--- config.mk ---
export PLATFORM = sky130hd
export DESIGN_NAME = byte_stepper
export DESIGN_NICKNAME = d
export VERILOG_FILES = /design/src/rtl/step_pkg.sv /design/src/rtl/step_ripple.sv /design/src/rtl/step_core.sv /design/src/rtl/step_latch.sv /design/src/rtl/step_word.sv /design/src/rtl/byte_stepper.sv
export SDC_FILE = /design/constraint.sdc
export NUM_CORES = 1
export LEC_CHECK = 0
export BUFFER_PORTS_ARGS = -buffer_cell sky130_fd_sc_hd__buf_2
export CELL_PAD_IN_SITES_DETAIL_PLACEMENT = 0
export CELL_PAD_IN_SITES_GLOBAL_PLACEMENT = 1
export CORE_MARGIN = 2
export CORE_UTILIZATION = 43
export DETAILED_ROUTE_END_ITERATION = 6
export PLACE_DENSITY_LB_ADDON = 0.08
export SLEW_MARGIN = 25
export SYNTH_ARGS = -nofsm -noshare
export SYNTH_HDL_FRONTEND = slang
export SYNTH_SLANG_ARGS = --single-unit
--- constraint.sdc ---
create_clock -name clk -period 1.85 [get_ports clk]
set_input_delay 0.37 -clock clk [delete_from_list [all_inputs] [get_ports clk]]
set_output_delay 0.37 -clock clk [all_outputs]
set_load 0.03 [all_outputs]
--- src/rtl/step_pkg.sv ---
package step_pkg;
   typedef enum logic {
      STEP_INC = 1'b0,
      STEP_DEC = 1'b1
   } step_mode_e;

   typedef struct packed {
      logic vld;
      logic hi;
   } pass_ctl_t;
endpackage

--- src/rtl/step_ripple.sv ---
// Ripple incrementer. ALT_POL = 1 stores the carry inverted on every other
// node, so the chain alternates NAND and NOR stages and needs no separate inverters.
module step_ripple #(
   parameter int W       = 8,
   parameter bit ALT_POL = 1'b1
) (
   input  logic [W-1:0] opnd,
   input  logic         cin,
   output logic [W-1:0] sum,
   output logic         cout
);
   generate
      if (ALT_POL) begin : g_alt
         logic [W:0] node;
         assign node[0] = cin;
         for (genvar i = 0; i < W; i++) begin : g_bit
            if ((i % 2) == 0) begin : g_even
               // node[i] holds the true carry
               assign node[i+1] = ~(node[i] & opnd[i]);
               assign sum[i]    = opnd[i] ^ node[i];
            end else begin : g_odd
               // node[i] holds the inverted carry
               assign node[i+1] = ~(node[i] | ~opnd[i]);
               assign sum[i]    = opnd[i] ^ ~node[i];
            end
         end
         if ((W % 2) == 0) begin : g_true_out
            assign cout = node[W];
         end else begin : g_inv_out
            assign cout = ~node[W];
         end
      end else begin : g_plain
         logic [W:0] cy;
         assign cy[0] = cin;
         for (genvar i = 0; i < W; i++) begin : g_bit
            assign cy[i+1] = cy[i] & opnd[i];
            assign sum[i]  = opnd[i] ^ cy[i];
         end
         assign cout = cy[W];
      end
   endgenerate
endmodule

--- src/rtl/step_core.sv ---
// Increment, or decrement by complementing the operand and the sum.
module step_core
   import step_pkg::*;
#(
   parameter int W       = 8,
   parameter bit ALT_POL = 1'b1
) (
   input  logic [W-1:0] byte_in,
   input  logic         cin,
   input  step_mode_e   mode,
   output logic [W-1:0] res,
   output logic         cout
);
   logic [W-1:0] opnd;
   logic [W-1:0] raw;
   logic         inv;

   assign inv  = (mode == STEP_DEC);
   assign opnd = byte_in ^ {W{inv}};

   step_ripple #(.W(W), .ALT_POL(ALT_POL)) i_ripple (
      .opnd (opnd),
      .cin  (cin),
      .sum  (raw),
      .cout (cout)
   );

   assign res = raw ^ {W{inv}};
endmodule

--- src/rtl/step_latch.sv ---
// Clearable result latch with an enabled drive onto a shared low-nibble bus.
module step_latch #(
   parameter int W = 8
) (
   input  logic           clk,
   input  logic           rst_n,
   input  logic [W-1:0]   d,
   input  logic           cy_d,
   input  logic           hold,
   input  logic           clr,
   input  logic           nib_en,
   output logic [W-1:0]   q,
   output logic           cy_q,
   output logic [W/2-1:0] nib_bus,
   output logic           nib_oe
);
   localparam int NW = W / 2;

   always_ff @(posedge clk or negedge rst_n) begin
      if (!rst_n) begin
         q    <= '0;
         cy_q <= 1'b0;
      end else if (clr) begin
         q    <= '0;
         cy_q <= 1'b0;
      end else if (!hold) begin
         q    <= d;
         cy_q <= cy_d;
      end
   end

   assign nib_oe  = nib_en;
   assign nib_bus = nib_en ? q[NW-1:0] : '0;
endmodule

--- src/rtl/step_word.sv ---
// Stores the low-pass byte and writes the full word when the high pass is accepted.
module step_word
   import step_pkg::*;
#(
   parameter int W = 8
) (
   input  logic         clk,
   input  logic         rst_n,
   input  pass_ctl_t    pass,
   input  logic [W-1:0] res,
   output logic [2*W-1:0] word,
   output logic         done
);
   logic [W-1:0] lo_pend;

   always_ff @(posedge clk or negedge rst_n) begin
      if (!rst_n) begin
         lo_pend <= '0;
         word    <= '0;
         done    <= 1'b0;
      end else begin
         done <= pass.vld & pass.hi;
         if (pass.vld && !pass.hi) lo_pend <= res;
         if (pass.vld && pass.hi)  word    <= {res, lo_pend};
      end
   end
endmodule

--- src/rtl/byte_stepper.sv ---
module byte_stepper
   import step_pkg::*;
#(
   parameter int BYTE_W  = 8,
   parameter bit ALT_POL = 1'b1,
   localparam int NIB_W  = BYTE_W / 2,
   localparam int WORD_W = 2 * BYTE_W
) (
   input  logic              clk,
   input  logic              rst_n,
   input  logic [BYTE_W-1:0] byte_in,
   input  logic              cin,
   input  logic              dec,
   input  logic              hold,
   input  logic              clr,
   input  logic              pass_vld,
   input  logic              pass_hi,
   input  logic              nib_en,
   output logic [BYTE_W-1:0] byte_out,
   output logic              carry_out,
   output logic [NIB_W-1:0]  nib_bus,
   output logic              nib_oe,
   output logic [WORD_W-1:0] word_out,
   output logic              done
);
   generate
      if (BYTE_W < 2 || (BYTE_W % 2) != 0) begin : g_bad_width
         $error("byte_stepper: BYTE_W must be even and at least 2");
      end
   endgenerate

   step_mode_e        mode;
   logic [BYTE_W-1:0] res;
   logic              cout;
   pass_ctl_t         pass;

   assign mode     = dec ? STEP_DEC : STEP_INC;
   assign pass.vld = pass_vld;
   assign pass.hi  = pass_hi;

   step_core #(.W(BYTE_W), .ALT_POL(ALT_POL)) i_core (
      .byte_in (byte_in),
      .cin     (cin),
      .mode    (mode),
      .res     (res),
      .cout    (cout)
   );

   step_latch #(.W(BYTE_W)) i_latch (
      .clk     (clk),
      .rst_n   (rst_n),
      .d       (res),
      .cy_d    (cout),
      .hold    (hold),
      .clr     (clr),
      .nib_en  (nib_en),
      .q       (byte_out),
      .cy_q    (carry_out),
      .nib_bus (nib_bus),
      .nib_oe  (nib_oe)
   );

   step_word #(.W(BYTE_W)) i_word (
      .clk   (clk),
      .rst_n (rst_n),
      .pass  (pass),
      .res   (res),
      .word  (word_out),
      .done  (done)
   );
endmodule

==> flow_summary_export.csv, run 1 <==
group,metric,value,unit
synthesis,ys_ff_latch,34,
sta,period_share,114,%
min_path,min_path_type,"input pin to async pin",
grt,grt_pass1_wl,5880,um
power,power.total,2.69,mW
sta,fmax,472,MHz
clock_tree,cts_buffers,5,
sta,maxSlewHeadroom,49.3,%
place,postPlaceCellArea,0.00205,sq mm
drt,drc,0,
die,start_util,44.8,%
synthesis,synthCells,132,
drt,topRoutingLayerUsed,"met4",
clock_tree,insertion_delay,280,ps
synthesis,ys_warn_count,0,
grt,grt_overflow,0,
final_layout,seqCellArea,851,sq um
drt,wl_met1,1540,um
die,die-area,0.00433,sq mm
clock_tree,post_cts_buffers,0,
sta,hold_viol,0,
critical_path,setup.worst_path.start,"byte_in[0]",
critical_path,cp.arrival,2280,ps
drt,met2_length,1700,um
final_layout,utilization,61.8,%
clock_tree,cts_buffer_depth,2,
sta,finClkSkew,4.87,ps
grt,grt_pass1_vias,1172,
critical_path,endpoint_kind,"register",
flow_run,drv_cap,0,
die,core_area,0.00366,sq mm
critical_path,worstSetupStartpointType,"input pin",
drt,wl_per_cell,14.8,um
sta,tightest_slew,760,ps
synthesis,synth_edf_count,0,
synthesis,synth_area,0.00164,sq mm
grt,grtUsageTotal,19.1,%
drt,vias_per_cell,4.89,
die,pin_count,48,
final_layout,final_nets,212,
drt,drt_iter0_markers,46,
sta,period_minus_slack,2120,ps
synthesis,async_reset_ff_share,100,%
clock_tree,cts_tree,"yes",
final_layout,fillers,307,
critical_path,r2r-start,"i_word.word[2]$_DFFE_PN0P_",
final_layout,area_growth,38.0,%
power,p_per_area,1190,mW/mm^2
final_layout,drive_above_1_share,50.0,%
die,rows,22,
synthesis,avgSynthCellArea,12.4,sq um
final_layout,diodes,0,
drt,detail-route-antenna-nets,0,
final_layout,multi_input_area,853,sq um
synthesis,yosysUniqueCellTypes,21,
clock_tree,cts.sinks,34,
drt,firstDrtPassIters,4,
run_status,status,"complete, but fails checks",
grt,grt_max_degree,35,
synthesis,ys_seq_area_share,51.9,%
synthesis,synthesis.nets,157,
place,globalplace.congestion,0.778,
sta,slew_viol_final,0,
die,die_y,65.8,um
critical_path,crit_fanout,3,
final_layout,postLayoutCellArea,0.00226,sq mm
place,portBuffers,47,
critical_path,critPathKind,"input pin to register",
run_status,failed_checks,"setup timing",
sta,rsz0062_at_grt,"yes",
sta,setup_viol,10,
clock_tree,hold_buffers,0,
clock_tree,htree_levels,2,
clock_tree,cts_root_buf,"clkbuf_8",
drt,routed_wl,3490,um
power,irDropWorstVdd,0.544,mV
critical_path,worstPathRequired,2010,ps
drt,vias,1155,
clock_tree,clk_pin_slew_worst_paths,70,ps
synthesis,synth-main-ff-cell,"dfrtp_1",
die,die_x,65.8,um
place,dpl.hpwl,2530,um
power,leakage,1.07,nW
drt,wl_met3,220,um
sta,fin_ws,-268,ps
grt,antenna_found_initial,0,
registers in the layout, indices dropped and copies added, names as in the netlist:
| name | count |
|---|---|
| i_latch.cy_q | 1 |
| i_word.lo_pend | 8 |
| i_latch.q | 8 |
| i_word.done | 1 |
| i_word.word | 16 |
power by group:
group | switching (mW) | total (mW) | internal, mW
registers | 0.0822 | 0.991 | 0.909
clock network | 0.270 | 0.845 | 0.575
logic | 0.525 | 0.856 | 0.330
total | 0.877 | 2.69 | 1.81
layout by cell type, fill, tap and decap left out, types with 2 or more instances in the layout:
cell,instances
buf_2,45
dfrtp_1,34
a21oi_1,14
inv_1,9
nor2b_1,9
mux2i_1,9
buf_4,9
mux2_2,8
xor2_1,7
ha_4,7
clkbuf_8,6
and2_1,4
a211oi_2,4
a211oi_1,4
xnor2_4,3
xnor2_1,3
xnor2_2,2
a21oi_2,2
bufinv_16,2
kinds of logic (layout without fill, tap and decap cells):
kind of cell	count (synthesis)	after routing	share of synthesized area [%]
DFF	34	34	51.9
buffers and inverters	18	74	6.56
adders and majority gates	8	8	6.10
xor gates and xnor gates	16	16	9.46
and+or+nand+nor	15	15	5.87
AOI/OAI and AO/OA	24	24	9.15
muxes	17	17	11.0
worst max-delay path, cell delays in order:
cell and delay [ps]:
buf_8 100, xor2_2 170, ha_2 180, ha_4 170, ha_4 160, ha_4 150, ha_4 150, ha_4 150
ha_4 150, ha_4 280, xnor2_4 130, mux2i_1 100
metrics by stage:
| step | cells | TNS (ps) | hold slack, ps | setup slack (ps) |
|---|---|---|---|---|
| finish | 236 | -1380 | 154 | -268 |
| global route | 236 | -1850 | 199 | -341 |
| CTS | 236 | -1190 | 168 | -264 |
| detailed placement | 228 | -6020 | 477 | -631 |
| global placement | 228 | -4920 | 465 | -526 |
| floorplan | 132 | -5520 | 74.4 | -653 |
Yosys cell counts (2+ instances only):
cell type,instances,area share [%]
nor2b_1,9,3.4
buf_4,4,1.8
a211oi_2,2,1.5
a211oi_1,6,2.7
inv_1,9,2.1
xor2_1,8,4.3
xnor2_1,6,3.2
xnor2_2,2,2.0
ha_1,8,6.1
dfrtp_1,34,52
mux2_2,8,5.5
mux2i_1,9,5.5
and2_1,4,1.5
a21oi_1,16,4.9
worst paths after layout:
path / to / slack (ps) / depth (start not counted)
min in group clk: i_latch.q[4]$_DFFE_PN0P_ / 400 / 2
worst max-delay path: i_word.lo_pend[7]$_DFFE_PN0P_ / -270 / 12
max in group asynchronous: i_latch.q[3]$_DFFE_PN0P_ / 1210 / 1
worst min register to register: i_word.word[6]$_DFFE_PN0P_ / 500 / 1
worst min-delay path: i_word.word[3]$_DFFE_PN0P_ / 150 / 1
worst max register to register: i_word.word[2]$_DFFE_PN0P_ / 1070 / 1
layout make-up:
cell class / instances / area share [%]
Multi-Input combinational cell: 80 / 37.7
Clock inverter: 2 / 2.65
Sequential cell: 34 / 37.6
Clock buffer: 6 / 3.65
Inverter: 10 / 1.66
Timing Repair Buffer: 56 / 14.1
Tap cell: 48 / 2.65
metal layers:
layer	up-vias	GRT usage, %
met4	0	5.47
met3	4	6.34
met2	40	30.3
met1	559	24.9
met5	-	0
li1	552	-
repair_timing:
item / 4_1_cts / 5_1_grt
cloned: 0 / 0
endpoints found under the setup margin: 10 / 9
endpoints found under the hold margin: 0 / 0
pin swaps: 5 / 3
gates resized for setup: 9 / 3
Power figures use the tool's default switching activity.
==> inputs of run 2 (changes only) <==
Settings changed: BUFFER_PORTS_ARGS -buffer_cell sky130_fd_sc_hd__buf_2 to -buffer_cell sky130_fd_sc_hd__buf_4, CAP_MARGIN set to 20, SETUP_SLACK_MARGIN set to 0.2.
==> run 2 against run 1 <==
Effect of this change:
- the run still ends with setup timing left
- non-clock buffer count fell by 3
- sequential power about the same
- setup slack improved by 51 ps
- clock power fell by 19%
- highest routed layer unchanged
==> flow_summary_export.csv, run 2 (synthesis results as in run 1) <==
group,metric,value,unit
sta,fin_ws,-217,ps
critical_path,r2r-start,"i_word.word[7]$_DFFE_PN0P_",
sta,period_share,112,%
sta,rsz0062_at_grt,"yes",
final_layout,area_growth,41.4,%
grt,antenna_found_initial,0,
place,portBuffers,47,
place,postPlaceCellArea,0.00215,sq mm
die,rows,22,
final_layout,fillers,307,
power,leakage,1.08,nW
run_status,status,"complete, but fails checks",
power,power.total,2.60,mW
drt,detail-route-antenna-nets,0,
sta,fmax,484,MHz
grt,grtUsageTotal,17.4,%
place,dpl.hpwl,2410,um
final_layout,final_cell_mix,"51 x buf_4, 34 x dfrtp_1, 14 x a21oi_1",
die,die_x,65.8,um
grt,grt_pass1_wl,5480,um
critical_path,crit_fanout,3,
critical_path,worst_path_most_repeated_cell,"ha_4",
min_path,min_path_type,"input pin to async pin",
sta,setup_viol,7,
critical_path,critPathKind,"input pin to register",
critical_path,cpLargestDelayFamily,"adder cells",
power,p_per_area,1120,mW/mm^2
power,netSwitchingFraction,33.1,%
final_layout,final_common_cell,"buf_4",
sta,fin_tns_setup,-885,ps
grt,grt_pass1_vias,1144,
clock_tree,clk_pin_slew_worst_paths,70,ps
critical_path,cp_slowest_stage_delay,280,ps
clock_tree,cts_buffer_depth,2,
critical_path,path_buf_inv,1,
final_layout,largest_register_ffs,16,
sta,slew_viol_final,0,
place,place_inst,225,
clock_tree,cts_tree,"yes",
final_layout,largest-register,"i_word.word",
place,globalplace.congestion,0.722,
die,start_util,44.8,%
critical_path,critical-path-slowest-cell,"ha_4",
sta,finClkSkew,6.09,ps
sta,period_minus_slack,2070,ps
drt,firstDrtPassIters,4,
grt,grt_overflow,0,
final_layout,postLayoutCellArea,0.00232,sq mm
clock_tree,cts.sinks,34,
power,irDropWorstVdd,0.756,mV
die,die_y,65.8,um
final_layout,final_nets,209,
drt,routed_wl,3290,um
final_layout,diodes,0,
drt,drt_iter0_markers,66,
sta,hold_viol,0,
critical_path,cp.arrival,2220,ps
drt,drc,0,
sta,maxSlewHeadroom,72.3,%
clock_tree,cts_buffers,5,
clock_tree,htree_levels,2,
critical_path,rr_worst_depth,1,
run_status,failed_checks,"setup timing",
drt,vias,1133,
critical_path,worstPathRequired,2010,ps
clock_tree,cts_root_buf,"clkbuf_8",
drt,vias_per_cell,4.88,
final_layout,fin_cells,232,
flow_run,drv_cap,0,
power,power.switching,0.860,mW
sta,fin_hold_ws,20.2,ps
die,die-area,0.00433,sq mm
grt,grt_max_degree,35,
power,pwr-share-clk,26.4,%
critical_path,endpoint_kind,"register",
sta,tightest_slew,416,ps
final_layout,reg_top3,"i_word.word (16), i_latch.q (8), i_word.lo_pend (8)",
die,pin_count,48,
critical_path,r2r_slack,1080,ps
final_layout,multi_input_area,853,sq um
critical_path,crit_chain,"buf_6 > xor2_1 > ha_2 > ha_4 > ha_4 > ha_4 > ha_4 > ha_4 > ha_4 > ha_4 > xnor2_4 > mux2i_1",
power,intPower,1.74,mW
drt,wl_per_cell,14.2,um
critical_path,r2r_end,"i_word.word[7]$_DFFE_PN0P_",
power,power_frac_comb,35.1,%
die,core_area,0.00366,sq mm
final_layout,seqCellArea,851,sq um
clock_tree,insertion_delay,280,ps
critical_path,worstSetupStartpointType,"input pin",
final_layout,drive_above_1_share,48.9,%
power,seqPwrFrac,38.5,%
==> run 2: area by class of cell <==
cell class / instances / area share [%]
flip-flops and latches: 34 / 36.7
repair buffers: 53 / 17.5
multi-input cells: 80 / 36.8
clock inverters: 1 / 1.29
inverters: 10 / 1.62
clock buffers: 6 / 3.56
well taps: 48 / 2.59
==> run 2: how the worst max path moves through the flow <==
stage / startpoint / to / slack (ps) / cells after the start
after global routing: byte_in[0] / i_word.lo_pend[7]$_DFFE_PN0P_ / -260 / 12
final: byte_in[0] / i_word.lo_pend[7]$_DFFE_PN0P_ / -220 / 12
after detailed placement: byte_in[0] / i_latch.q[7]$_DFFE_PN0P_ / -570 / 12
after global placement: byte_in[0] / i_latch.q[7]$_DFFE_PN0P_ / -530 / 12
after floorplan: dec / i_latch.q[7]$_DFFE_PN0P_ / -650 / 13
after CTS: byte_in[0] / i_word.lo_pend[7]$_DFFE_PN0P_ / -240 / 12
==> run 2: timing repair <==
| item | 4_1_cts | 5_1_grt |
|---|---|---|
| hold buffers | 0 | 0 |
| buffers inserted | 0 | 0 |
| gates resized for setup | 6 | 3 |
| pin swaps | 0 | 4 |
| endpoints found under the setup margin | 13 | 13 |
==> run 2: stage by stage <==
| stage | utilization (%) | setup slack (ps) |
|---|---|---|
| 5_1_grt | 63.4 | -260 |
| 3_3_place_gp | 58.7 | -530 |
| 3_5_place_dp | 58.7 | -569 |
| 4_1_cts | 63.0 | -236 |
| 6_report | 63.4 | -217 |
| 2_1_floorplan | - | -652 |
==> run 2: per-layer routing <==
metal	vias to the layer above	share of wire [%]	track usage (%)
met4	0	0.94	5.47
met5	-	0	0
met3	4	6.2	5.99
li1	544	-	-
met2	34	49	27.8
met1	551	44	22.3
==> run 2: power groups by stage <==
stage	clock network, mW	logic [mW]	registers [mW]
global route	0.743	0.977	1.03
global placement	0	0.880	1.00
CTS	0.703	0.924	1.00
finish	0.685	0.913	1.00
detailed placement	0	0.895	1.01
floorplan	0	0.336	1.23
==> inputs of run 3 (changes only) <==
==> constraint.sdc (replaced) <==
create_clock -name clk -period 1.85 [get_ports clk]
set_input_delay 0.2775 -clock clk [delete_from_list [all_inputs] [get_ports clk]]
set_output_delay 0.2775 -clock clk [all_outputs]
set_load 0.03 [all_outputs]
==> run 3 against run 2 <==
Effect of this change:
- the flow still finishes with violations (setup timing)
- sequential share of layout area rose by 0.38 points
- first-iteration DRC count rose by 14%
- register-to-register slack barely moved
- die area did not move
- design area fell by 1.0%
- critical path depth did not move
- maximum frequency rose by 3.8%
- count of clock-buffer cells in the layout rose by 1
- clock power fell by 4.4%
- total power fell by 1.6%
- critical path type unchanged
==> flow_summary_export.csv, run 3 (synthesis results as in run 1) <==
group,metric,value,unit
run_status,status,"complete, but fails checks",
run_status,failed_checks,"setup timing",
flow_run,drv_cap,0,
grt,grt_pass1_wl,5630,um
critical_path,r2r_slack,1070,ps
critical_path,cp.arrival,2150,ps
drt,drt_iter0_markers,75,
min_path,min_path_type,"input pin to register",
grt,grt_overflow,0,
drt,drc,0,
die,start_util,44.8,%
sta,slew_viol_final,0,
grt,antenna_found_initial,0,
die,core_area,0.00366,sq mm
power,intPower,1.70,mW
power,p_per_area,1110,mW/mm^2
sta,fin_hold_ws,238,ps
drt,wl_per_cell,14.7,um
sta,fin_ws,-140,ps
die,pin_count,48,
critical_path,crit_fanout,3,
power,power.total,2.56,mW
final_layout,drive_above_1_share,46.5,%
critical_path,rr_worst_depth,1,
final_layout,largest_register_ffs,16,
clock_tree,clk_pin_slew_worst_paths,60,ps
sta,fmax,502,MHz
final_layout,final_cell_mix,"50 x buf_4, 34 x dfrtp_1, 15 x a21oi_1",
final_layout,diodes,0,
place,globalplace.congestion,0.715,
place,dpl.hpwl,2460,um
final_layout,final_common_cell,"buf_4",
final_layout,reg_top3,"i_word.word (16), i_latch.q (8), i_word.lo_pend (8)",
power,power_frac_comb,35.3,%
grt,grt_pass1_vias,1179,
power,power.switching,0.858,mW
sta,tightest_slew,424,ps
sta,maxSlewHeadroom,71.6,%
critical_path,r2r-start,"i_word.word[5]$_DFFE_PN0P_",
critical_path,worstSetupStartpointType,"input pin",
clock_tree,cts_tree,"yes",
die,die-area,0.00433,sq mm
drt,detail-route-antenna-nets,0,
die,rows,22,
drt,vias_per_cell,4.90,
critical_path,worstPathRequired,2010,ps
power,irDropWorstVdd,0.603,mV
sta,fin_tns_setup,-410,ps
drt,routed_wl,3430,um
sta,period_share,108,%
die,die_x,65.8,um
sta,hold_viol,0,
final_layout,postLayoutCellArea,0.00230,sq mm
clock_tree,htree_levels,2,
drt,vias,1141,
power,netSwitchingFraction,33.6,%
critical_path,endpoint_kind,"register",
sta,setup_viol,5,
min_path,min_to,"i_latch.q[6]$_DFFE_PN0P_",
clock_tree,cts.sinks,34,
clock_tree,insertion_delay,280,ps
min_path,min_from,"clr",
critical_path,r2r_end,"i_word.word[5]$_DFFE_PN0P_",
clock_tree,cts_root_buf,"clkbuf_8",
place,postPlaceCellArea,0.00214,sq mm
clock_tree,cts_buffer_depth,2,
final_layout,final_nets,209,
grt,grtUsageTotal,18.2,%
clock_tree,post_cts_buffers,0,
final_layout,area_growth,40.0,%
sta,finClkSkew,4.78,ps
min_path,hold_depth,2,
drt,firstDrtPassIters,4,
final_layout,largest-register,"i_word.word",
place,portBuffers,47,
grt,grt_max_degree,35,
clock_tree,cts_buffers,5,
die,die_y,65.8,um
power,seqPwrFrac,39.1,%
power,pwr-share-clk,25.6,%
power,leakage,1.07,nW
sta,rsz0062_at_grt,"yes",
sta,period_minus_slack,1990,ps
critical_path,critPathKind,"input pin to register",
## run 3: cell count changes in the layout (fill, tap and decap cells not counted), sizes merged
cell         before  now
dlygate4sd3       0    1
clkbuf            6    7
buf              53   52
## run 3: area by class of cell
| cell class | count | area [sq um] |
|---|---|---|
| fillers | 310 | 1370 |
| inverters | 10 | 37.5 |
| clock buffers | 7 | 76.3 |
| repair buffers | 53 | 408 |
| multi-input cells | 80 | 833 |
| well taps | 48 | 60.1 |
| flip-flops and latches | 34 | 851 |
| clock inverters | 1 | 30.0 |
## run 3: timing repair
item / in CTS / in global routing
pin swaps: 5 / 4
setup endpoints to repair: 13 / 13
gates resized for setup: 4 / 2
endpoints found under the hold margin: 34 / 0
cloned: 0 / 0
hold buffers: 1 / 0
## run 3: power groups by stage
| stage | clock [mW] | sequential [mW] | combinational, mW |
|---|---|---|---|
| 2_1_floorplan | 0 | 1.23 | 0.336 |
| 3_5_place_dp | 0 | 1.01 | 0.890 |
| 3_3_place_gp | 0 | 1.01 | 0.871 |
| 6_report | 0.655 | 0.999 | 0.902 |
| 5_1_grt | 0.708 | 1.02 | 0.963 |
| 4_1_cts | 0.668 | 1.00 | 0.906 |
## run 3: worst max path at each step
stage                                               end  depth (start not counted)       start  slack, ps
after floorplan                i_latch.q[7]$_DFFE_PN0P_                         13         dec       -560
after detailed placement       i_latch.q[7]$_DFFE_PN0P_                         12  byte_in[0]       -490
after CTS                      i_latch.q[7]$_DFFE_PN0P_                         12         dec       -180
after global routing      i_word.lo_pend[7]$_DFFE_PN0P_                         12         dec       -200
final                     i_word.lo_pend[7]$_DFFE_PN0P_                         12         dec       -140
after global placement         i_latch.q[7]$_DFFE_PN0P_                         12  byte_in[0]       -440
## run 3: worst max-delay path, cell delays in order
cell     delay, ps
buf_6           90
xor2_1         150
ha_2           190
ha_4           160
ha_4           150
ha_4           150
ha_4           150
ha_4           150
ha_4           150
ha_4           280
xnor2_4        120
mux2i_1        100
## run 3: metal layers
metal / vias up / global-route usage (%) / wire [um]
met1: 554 / 21.5 / 1420
li1: 544 / - / -
met5: - / 0 / 0
met2: 37 / 31.3 / 1770
met4: 0 / 7.03 / 58
met3: 6 / 4.79 / 178
## run 3: stage by stage
stage	util (%)	setup WS, ps	cells
after floorplan	-	-559	132
after global placement	58.5	-438	224
after detailed placement	58.5	-487	224
after CTS	62.3	-183	233
after global routing	62.7	-200	233
final	62.7	-140	233
